### config.mk
export PLATFORM = sky130hd
export DESIGN_NAME = cmdq_consumer
export DESIGN_NICKNAME = d
export VERILOG_FILES = /design/src/rtl/cmdq_pkg.sv /design/src/rtl/cmdq_ptr.sv /design/src/rtl/cmdq_fetch.sv /design/src/rtl/cmdq_consumer.sv
export SDC_FILE = /design/constraint.sdc
export NUM_CORES = 1
export LEC_CHECK = 0
export BUFFER_PORTS_ARGS = -buffer_cell sky130_fd_sc_hd__buf_2
export CORE_ASPECT_RATIO = 1.25
export CORE_MARGIN = 2
export CORE_UTILIZATION = 25
export CTS_CLUSTER_DIAMETER = 100
export CTS_CLUSTER_SIZE = 20
export DETAILED_ROUTE_END_ITERATION = 8
export GPL_TIMING_DRIVEN = 0
export SYNTH_ARGS = -nofsm -noshare
export SYNTH_HDL_FRONTEND = slang
export SYNTH_SLANG_ARGS = --single-unit
### constraint.sdc
create_clock -name clk -period 7 [get_ports clk]
set_input_delay 0.35 -clock clk [delete_from_list [all_inputs] [get_ports clk]]
set_output_delay 0.35 -clock clk [all_outputs]
set_load 0.02 [all_outputs]
### src/rtl/cmdq_pkg.sv
package cmdq_pkg;

    localparam int ENTRY_SHIFT = 4;
    localparam int CMD_WORDS   = 4;
    localparam int WORD_W      = 32;
    localparam int ERR_LSB     = 24;
    localparam int ERR_W       = 7;
    localparam logic [7:0] OP_SYNC = 8'h46;

    typedef enum logic [1:0] {
        CERR_NONE    = 2'd0,
        CERR_ILLEGAL = 2'd1,
        CERR_ABORT   = 2'd2
    } cmd_err_e;

    typedef enum logic [1:0] {
        ENG_IDLE,
        ENG_CHECK,
        ENG_FETCH
    } eng_state_e;

    typedef struct packed {
        logic [17:0] rsvd_hi;
        logic [1:0]  notify;
        logic [3:0]  rsvd_lo;
        logic [7:0]  opcode;
    } cmd_head_t;

    typedef struct packed {
        logic legal;
        logic fire_sync;
    } cmd_dec_t;

    function automatic logic op_accepted(input logic [7:0] op);
        return op inside {[8'h01:8'h07], [8'h10:8'h13], 8'h18, 8'h1A,
                          [8'h20:8'h23], 8'h28, 8'h2A, 8'h30,
                          8'h40, 8'h41, [8'h44:8'h46]};
    endfunction

    function automatic cmd_dec_t decode_head(input cmd_head_t h);
        cmd_dec_t d;
        d.legal     = op_accepted(h.opcode);
        d.fire_sync = (h.opcode == OP_SYNC) && h.notify[0];
        return d;
    endfunction

endpackage

### src/rtl/cmdq_ptr.sv
module cmdq_ptr #(
    parameter int ADDR_W   = 32,
    parameter int MAX_LOG2 = 8,
    parameter int LOG2_W   = 4,
    parameter int IDX_W    = MAX_LOG2 + 1
) (
    input  logic                      clk,
    input  logic                      rst,
    input  logic [LOG2_W-1:0]         log2size,
    input  logic [ADDR_W-1:0]         base,
    input  logic                      prod_wr,
    input  logic [IDX_W-1:0]          prod_in,
    input  logic                      cons_adv,
    input  logic                      err_wr,
    input  logic [cmdq_pkg::ERR_W-1:0] err_code,
    output logic [31:0]               cons_reg,
    output logic                      empty,
    output logic [ADDR_W-1:0]         entry_addr
);
    import cmdq_pkg::*;

    localparam int PAD_W = ERR_LSB - IDX_W;

    logic [LOG2_W-1:0] eff_log2;
    logic [IDX_W-1:0]  wrap_mask;
    logic [IDX_W-1:0]  slot_mask;
    logic [IDX_W-1:0]  prod_q;
    logic [IDX_W-1:0]  cons_idx;
    logic [ERR_W-1:0]  cons_err;

    always_comb begin
        eff_log2  = (log2size > LOG2_W'(MAX_LOG2)) ? LOG2_W'(MAX_LOG2) : log2size;
        wrap_mask = {IDX_W{1'b1}} >> (LOG2_W'(MAX_LOG2) - eff_log2);
        slot_mask = wrap_mask >> 1;
    end

    always_ff @(posedge clk) begin
        if (rst) begin
            prod_q   <= '0;
            cons_idx <= '0;
            cons_err <= '0;
        end else begin
            if (prod_wr)  prod_q   <= prod_in;
            if (cons_adv) cons_idx <= (cons_idx + 1'b1) & wrap_mask;
            if (err_wr)   cons_err <= err_code;
        end
    end

    assign empty      = ((prod_q ^ cons_idx) & wrap_mask) == '0;
    assign entry_addr = (base & ~ADDR_W'((1 << ENTRY_SHIFT) - 1))
                      + (ADDR_W'(cons_idx & slot_mask) << ENTRY_SHIFT);
    assign cons_reg   = {1'b0, cons_err, {PAD_W{1'b0}}, cons_idx};

endmodule

### src/rtl/cmdq_fetch.sv
module cmdq_fetch #(
    parameter int ADDR_W = 32,
    parameter int WORDS  = cmdq_pkg::CMD_WORDS
) (
    input  logic                        clk,
    input  logic                        rst,
    input  logic                        start,
    input  logic [ADDR_W-1:0]           entry_addr,
    output logic                        mem_req,
    output logic [ADDR_W-1:0]           mem_addr,
    input  logic                        mem_rvalid,
    input  logic [cmdq_pkg::WORD_W-1:0] mem_rdata,
    input  logic                        mem_rerr,
    output logic                        done,
    output logic                        abort,
    output cmdq_pkg::cmd_head_t         head
);
    import cmdq_pkg::*;

    localparam int CNT_W = (WORDS > 1) ? $clog2(WORDS) : 1;
    localparam logic [CNT_W-1:0] LAST = CNT_W'(WORDS - 1);

    logic              issuing;
    logic              waiting;
    logic [CNT_W-1:0]  cnt;
    logic [ADDR_W-1:0] base_q;

    always_ff @(posedge clk) begin
        if (rst) begin
            issuing <= 1'b0;
            waiting <= 1'b0;
            cnt     <= '0;
            base_q  <= '0;
            done    <= 1'b0;
            abort   <= 1'b0;
            head    <= '0;
        end else begin
            done  <= 1'b0;
            abort <= 1'b0;
            if (start) begin
                issuing <= 1'b1;
                cnt     <= '0;
                base_q  <= entry_addr;
            end else if (issuing) begin
                issuing <= 1'b0;
                waiting <= 1'b1;
            end else if (waiting && mem_rvalid) begin
                waiting <= 1'b0;
                if (mem_rerr) begin
                    abort <= 1'b1;
                end else begin
                    if (cnt == '0) head <= cmd_head_t'(mem_rdata);
                    if (cnt == LAST) begin
                        done <= 1'b1;
                    end else begin
                        cnt     <= cnt + 1'b1;
                        issuing <= 1'b1;
                    end
                end
            end
        end
    end

    assign mem_req  = issuing;
    assign mem_addr = base_q + (ADDR_W'(cnt) << 2);

endmodule

### src/rtl/cmdq_consumer.sv
module cmdq_consumer #(
    parameter int ADDR_W   = 32,
    parameter int MAX_LOG2 = 8,
    parameter int LOG2_W   = $clog2(MAX_LOG2 + 1),
    parameter int IDX_W    = MAX_LOG2 + 1
) (
    input  logic              clk,
    input  logic              rst,
    input  logic              q_enable,
    input  logic [ADDR_W-1:0] q_base,
    input  logic [LOG2_W-1:0] q_log2size,
    input  logic              prod_wr,
    input  logic [IDX_W-1:0]  prod_idx,
    input  logic              err_ack,
    output logic              mem_req,
    output logic [ADDR_W-1:0] mem_addr,
    input  logic              mem_rvalid,
    input  logic [31:0]       mem_rdata,
    input  logic              mem_rerr,
    output logic [31:0]       cons_reg,
    output logic              gerr_flag,
    output logic              sync_irq,
    output logic              gerr_irq
);
    import cmdq_pkg::*;

    eng_state_e        state;
    logic              empty;
    logic [ADDR_W-1:0] entry_addr;
    logic              pend;
    logic              start;
    logic              f_done;
    logic              f_abort;
    cmd_head_t         head;
    cmd_dec_t          dec;
    logic              cons_adv;
    logic              err_wr;
    logic [ERR_W-1:0]  err_code;
    logic              unused_head_bits;

    assign pend  = gerr_flag ^ err_ack;
    assign start = (state == ENG_CHECK) && q_enable && !empty && !pend;
    assign dec   = decode_head(head);
    assign unused_head_bits = ^{head.rsvd_hi, head.rsvd_lo, head.notify[1]};

    always_comb begin
        cons_adv = 1'b0;
        err_wr   = 1'b0;
        err_code = '0;
        if (state == ENG_FETCH) begin
            if (f_abort) begin
                err_wr   = 1'b1;
                err_code = ERR_W'(CERR_ABORT);
            end else if (f_done) begin
                if (dec.legal) begin
                    cons_adv = 1'b1;
                end else begin
                    err_wr   = 1'b1;
                    err_code = ERR_W'(CERR_ILLEGAL);
                end
            end
        end
    end

    always_ff @(posedge clk) begin
        if (rst) begin
            state     <= ENG_IDLE;
            gerr_flag <= 1'b0;
            sync_irq  <= 1'b0;
            gerr_irq  <= 1'b0;
        end else begin
            sync_irq <= 1'b0;
            gerr_irq <= 1'b0;
            unique case (state)
                ENG_IDLE:  if (prod_wr) state <= ENG_CHECK;
                ENG_CHECK: state <= start ? ENG_FETCH : ENG_IDLE;
                ENG_FETCH: begin
                    if (err_wr) begin
                        gerr_flag <= ~gerr_flag;
                        gerr_irq  <= 1'b1;
                        state     <= ENG_IDLE;
                    end else if (cons_adv) begin
                        sync_irq  <= dec.fire_sync;
                        state     <= ENG_CHECK;
                    end
                end
                default:   state <= ENG_IDLE;
            endcase
        end
    end

    cmdq_ptr #(
        .ADDR_W(ADDR_W), .MAX_LOG2(MAX_LOG2), .LOG2_W(LOG2_W), .IDX_W(IDX_W)
    ) u_ptr (
        .clk(clk), .rst(rst), .log2size(q_log2size), .base(q_base),
        .prod_wr(prod_wr), .prod_in(prod_idx), .cons_adv(cons_adv),
        .err_wr(err_wr), .err_code(err_code), .cons_reg(cons_reg),
        .empty(empty), .entry_addr(entry_addr)
    );

    cmdq_fetch #(
        .ADDR_W(ADDR_W), .WORDS(CMD_WORDS)
    ) u_fetch (
        .clk(clk), .rst(rst), .start(start), .entry_addr(entry_addr),
        .mem_req(mem_req), .mem_addr(mem_addr), .mem_rvalid(mem_rvalid),
        .mem_rdata(mem_rdata), .mem_rerr(mem_rerr), .done(f_done),
        .abort(f_abort), .head(head)
    );

endmodule

==> flow_metrics.env <==
export IMPL_area_growth_synth_to_final_pct=28.42
export IMPL_grt_max_degree=12
export IMPL_ys_types=58
export IMPL_routedWlPerCell_um=13.59
export IMPL_synth_seq_cells=68
export IMPL_cp_max_fo=10
export IMPL_io_pins=152
export IMPL_holdPathStages=3
export IMPL_die_y_um=146.7
export IMPL_status="finished clean"
export IMPL_place_gp_congestion=0.8454
export IMPL_path_cells="buf_2 -> buf_2 -> nand2b_1 -> ha_1 -> clkbuf_1 -> or3b_2 -> o211ai_2 -> and2_1 -> ha_1 -> a21oi_1 -> o31ai_1 -> a41oi_1 -> nor3_1 -> xnor2_1 -> a211oi_2"
export IMPL_multi_input_area_mm2=0.002464
export IMPL_detail_route_antenna_nets=0
export IMPL_htree_levels=3
export IMPL_grt_pass1_wl_um=17530
export IMPL_postCtsSetupBuffers=0
export IMPL_cp_end_kind="register"
export IMPL_cts_sinks=68
export IMPL_grt_pass1_vias=3344
export IMPL_drc=0
export IMPL_setup_viol=0
export IMPL_die_w_um=118.2
export IMPL_clk_path_buf_depth=2
export IMPL_cp_slowest_stage_delay_ns=0.83
export IMPL_port_buffers=100
export IMPL_synth_area_mm2=0.004073
export IMPL_critPathSlowestCell="a41oi_1"
export IMPL_worstPathArrival_ns=4.22
export IMPL_async_flop_share_pct=0
export IMPL_max_cap_violations=0
export IMPL_drt_iter0_drc=205
export IMPL_ctsResizeCount=0
export IMPL_overflow=0
export IMPL_numCtsBuffers=9
export IMPL_power_total_uw=998.1
export IMPL_cp_num_cells=15
export IMPL_hold_buffers=0
export IMPL_maxSlewHeadroom_pct=32.72
export IMPL_path_buf_inv=3
export IMPL_place_inst=806
export IMPL_vdd_ir_drop_worst_mv=0.1056
export IMPL_p_leak_uw=0.002163
export IMPL_dr_total_vias=3686
export IMPL_diodes=0
export IMPL_fillerInstances=1717
export IMPL_fin_cells=822
export IMPL_critical_path_top_delay_family="compound AO/OA/AOI/OAI gates"
export IMPL_cts_tree="done"
export IMPL_dr_pass1_iters=7
export IMPL_layout_drive_gt1_share_pct=29.37
export IMPL_critPathKind="input pin to register"
export IMPL_finalCritPeriodShare_pct=56.61
export IMPL_cts_root_buffer="clkbuf_16"
export IMPL_std_cell_rows=52
export IMPL_hold_slack_ns=0.2472
export IMPL_fin_crit_ns=3.963
export IMPL_powerDensity_mw_per_mm2=190.8
export IMPL_rsz0062_at_grt="false"
export IMPL_core_area_mm2=0.01607
export IMPL_wirelength_um=11170
export IMPL_fin_tns_setup_ns=0
export IMPL_dpl_instance_area_mm2=0.004926
export IMPL_startpoint_type="input pin"
export IMPL_yosysSeqAreaShare_pct=33.43
export IMPL_ff2ff_path_depth=8
export IMPL_die_area_mm2=0.01733
export IMPL_clock_latency_ns=0.33
export IMPL_synth_edf_count=0
export IMPL_clkSlewWorstSetupHoldPaths_ns=0.06
export IMPL_synth_area_per_cell_um2=8.702
export IMPL_hold_class="input pin to register"
export IMPL_ys_warn_count=0
export IMPL_seq_area_mm2=0.001361
export IMPL_worst_pin_slew_ns=0.9961
export IMPL_ys_flop_type="dfxtp_1"
export IMPL_synth_cells=468
export IMPL_track_usage_pct=12.81
export IMPL_max_freq_ghz=0.2523
export IMPL_crit_required_ns=7.25
export IMPL_slew_violations=0
export IMPL_fin_skew_ns=0.007074
export IMPL_post_route_cell_area_mm2=0.005230
export IMPL_hold_viol_final=0
export IMPL_antenna_found_initial=0
export IMPL_final_nets=700
export IMPL_start_util_pct=25.34
export IMPL_hpwlAfterDp_um=8741
export IMPL_via_per_inst=4.484
[worst paths after layout]
check	slack, ns	startpoint	endpoint
worst max register to register	4.16	u_ptr.cons_idx[1]	u_fetch.base_q[31]
worst min register to register	0.45	state[0]	state[0]
worst min-delay path	0.25	prod_idx[8]	u_ptr.prod_q[8]
worst max-delay path	3.04	q_log2size[3]	u_fetch.base_q[31]
[registers in the layout, indices dropped and copies added, names as in the netlist]
| name | cells |
|---|---|
| u_fetch.done | 1 |
| state | 2 |
| u_ptr.cons_idx | 9 |
| sync_irq | 1 |
| u_ptr.cons_err | 2 |
| u_ptr.prod_q | 9 |
| u_fetch.abort | 1 |
| u_fetch.waiting | 1 |
| u_fetch.base_q | 28 |
| u_fetch.cnt | 2 |
| gerr_flag | 1 |
| gerr_irq | 1 |
| u_fetch.mem_req | 1 |
| u_fetch.head | 9 |
[cells in the final DEF, fill, tap and decap left out, types with 4 or more instances in the layout]
cell	n
xor2_1	9
buf_6	7
nand4b_1	4
nand2b_1	5
nand4_1	7
mux2i_1	16
clkbuf_1	11
nor2_1	61
nor2b_1	6
o21ai_1	8
inv_1	6
clkbuf_16	9
nor3_1	15
nor3b_1	8
a211oi_2	19
buf_4	23
nand3_1	22
conb_1	23
dfxtp_1	68
and2_1	6
nand2_1	26
buf_2	103
o21ai_0	15
ha_1	14
a21oi_1	33
xnor2_1	29
and3_1	10
[stage by stage]
step	worst slack [ns]	utilization (%)
global placement	2.662	30.65
floorplan	3.465	-
global route	2.748	32.54
CTS	2.993	32.54
detailed placement	2.641	30.65
finish	3.037	32.54
[metal layers]
layer / vias up / share of wire (%) / routed length [µm] / GRT usage (%)
met1: 1646 / 47 / 5278 / 17.04
li1: 1886 / - / - / -
met2: 139 / 45 / 4972 / 20.23
met4: 0 / 1.7 / 191 / 4.880
met5: - / 0 / 0 / 0
met3: 15 / 6.5 / 730 / 2.834
[logic make-up after synthesis]
kind of cell	Yosys count	share of synthesized area, %
xor gates and xnor gates	38	8.172
muxes	16	3.932
DFF	68	33.43
and+or+nand+nor	182	23.07
AOI/OAI and AO/OA	98	18.40
other	1	0.09208
buffers and inverters	50	8.111
adders and majority gates	15	4.793
[layout make-up]
type                            instances  share of cell area, %
Multi-Input combinational cell        372                  47.11
Buffer                                 44                  5.885
Timing Repair Buffer                  100                  9.569
Inverter                                6                 0.4306
Sequential cell                        68                  26.03
Clock inverter                          4                 0.9091
Clock buffer                           12                  4.904
Tap cell                              216                  5.167
[power by group]
part,switching [µW],total [µW],internal [µW]
logic,74.6,127,52.6
registers,4.69,400,395
clock network,177,471,294
[cell usage after synthesis, types with 2 or more instances]
library cell,count,area [µm²]
nand2_1,26,97.59
xnor2_1,29,254.0
clkbuf_1,10,37.54
ha_1,14,175.2
and2_1,6,37.54
o211ai_2,2,25.02
nor3b_1,8,60.06
nor3_1,15,75.07
a211oi_2,19,237.7
buf_2,3,15.01
a21oi_1,33,165.2
a41oi_1,2,17.52
buf_6,7,78.83
o21a_1,2,15.01
nor2b_1,6,37.54
o21ai_1,8,40.04
and4_1,2,17.52
o21ai_0,15,75.07
xor2_1,9,78.83
nand4b_1,4,35.03
dfxtp_1,68,1361
o211ai_1,2,15.01
nand3_1,22,110.1
and3_1,10,62.56
nand4_1,7,43.79
nand2b_1,5,31.28
inv_1,6,22.52
mux2i_1,16,160.2
nor2_1,61,229.0
buf_4,23,172.7
[worst min-delay path, cell delays in order]
cell and delay (ns):
buf_2 0.07, mux2i_1 0.05, nor2_1 0.07
Note: power is estimated with default switching activity, not from simulation.
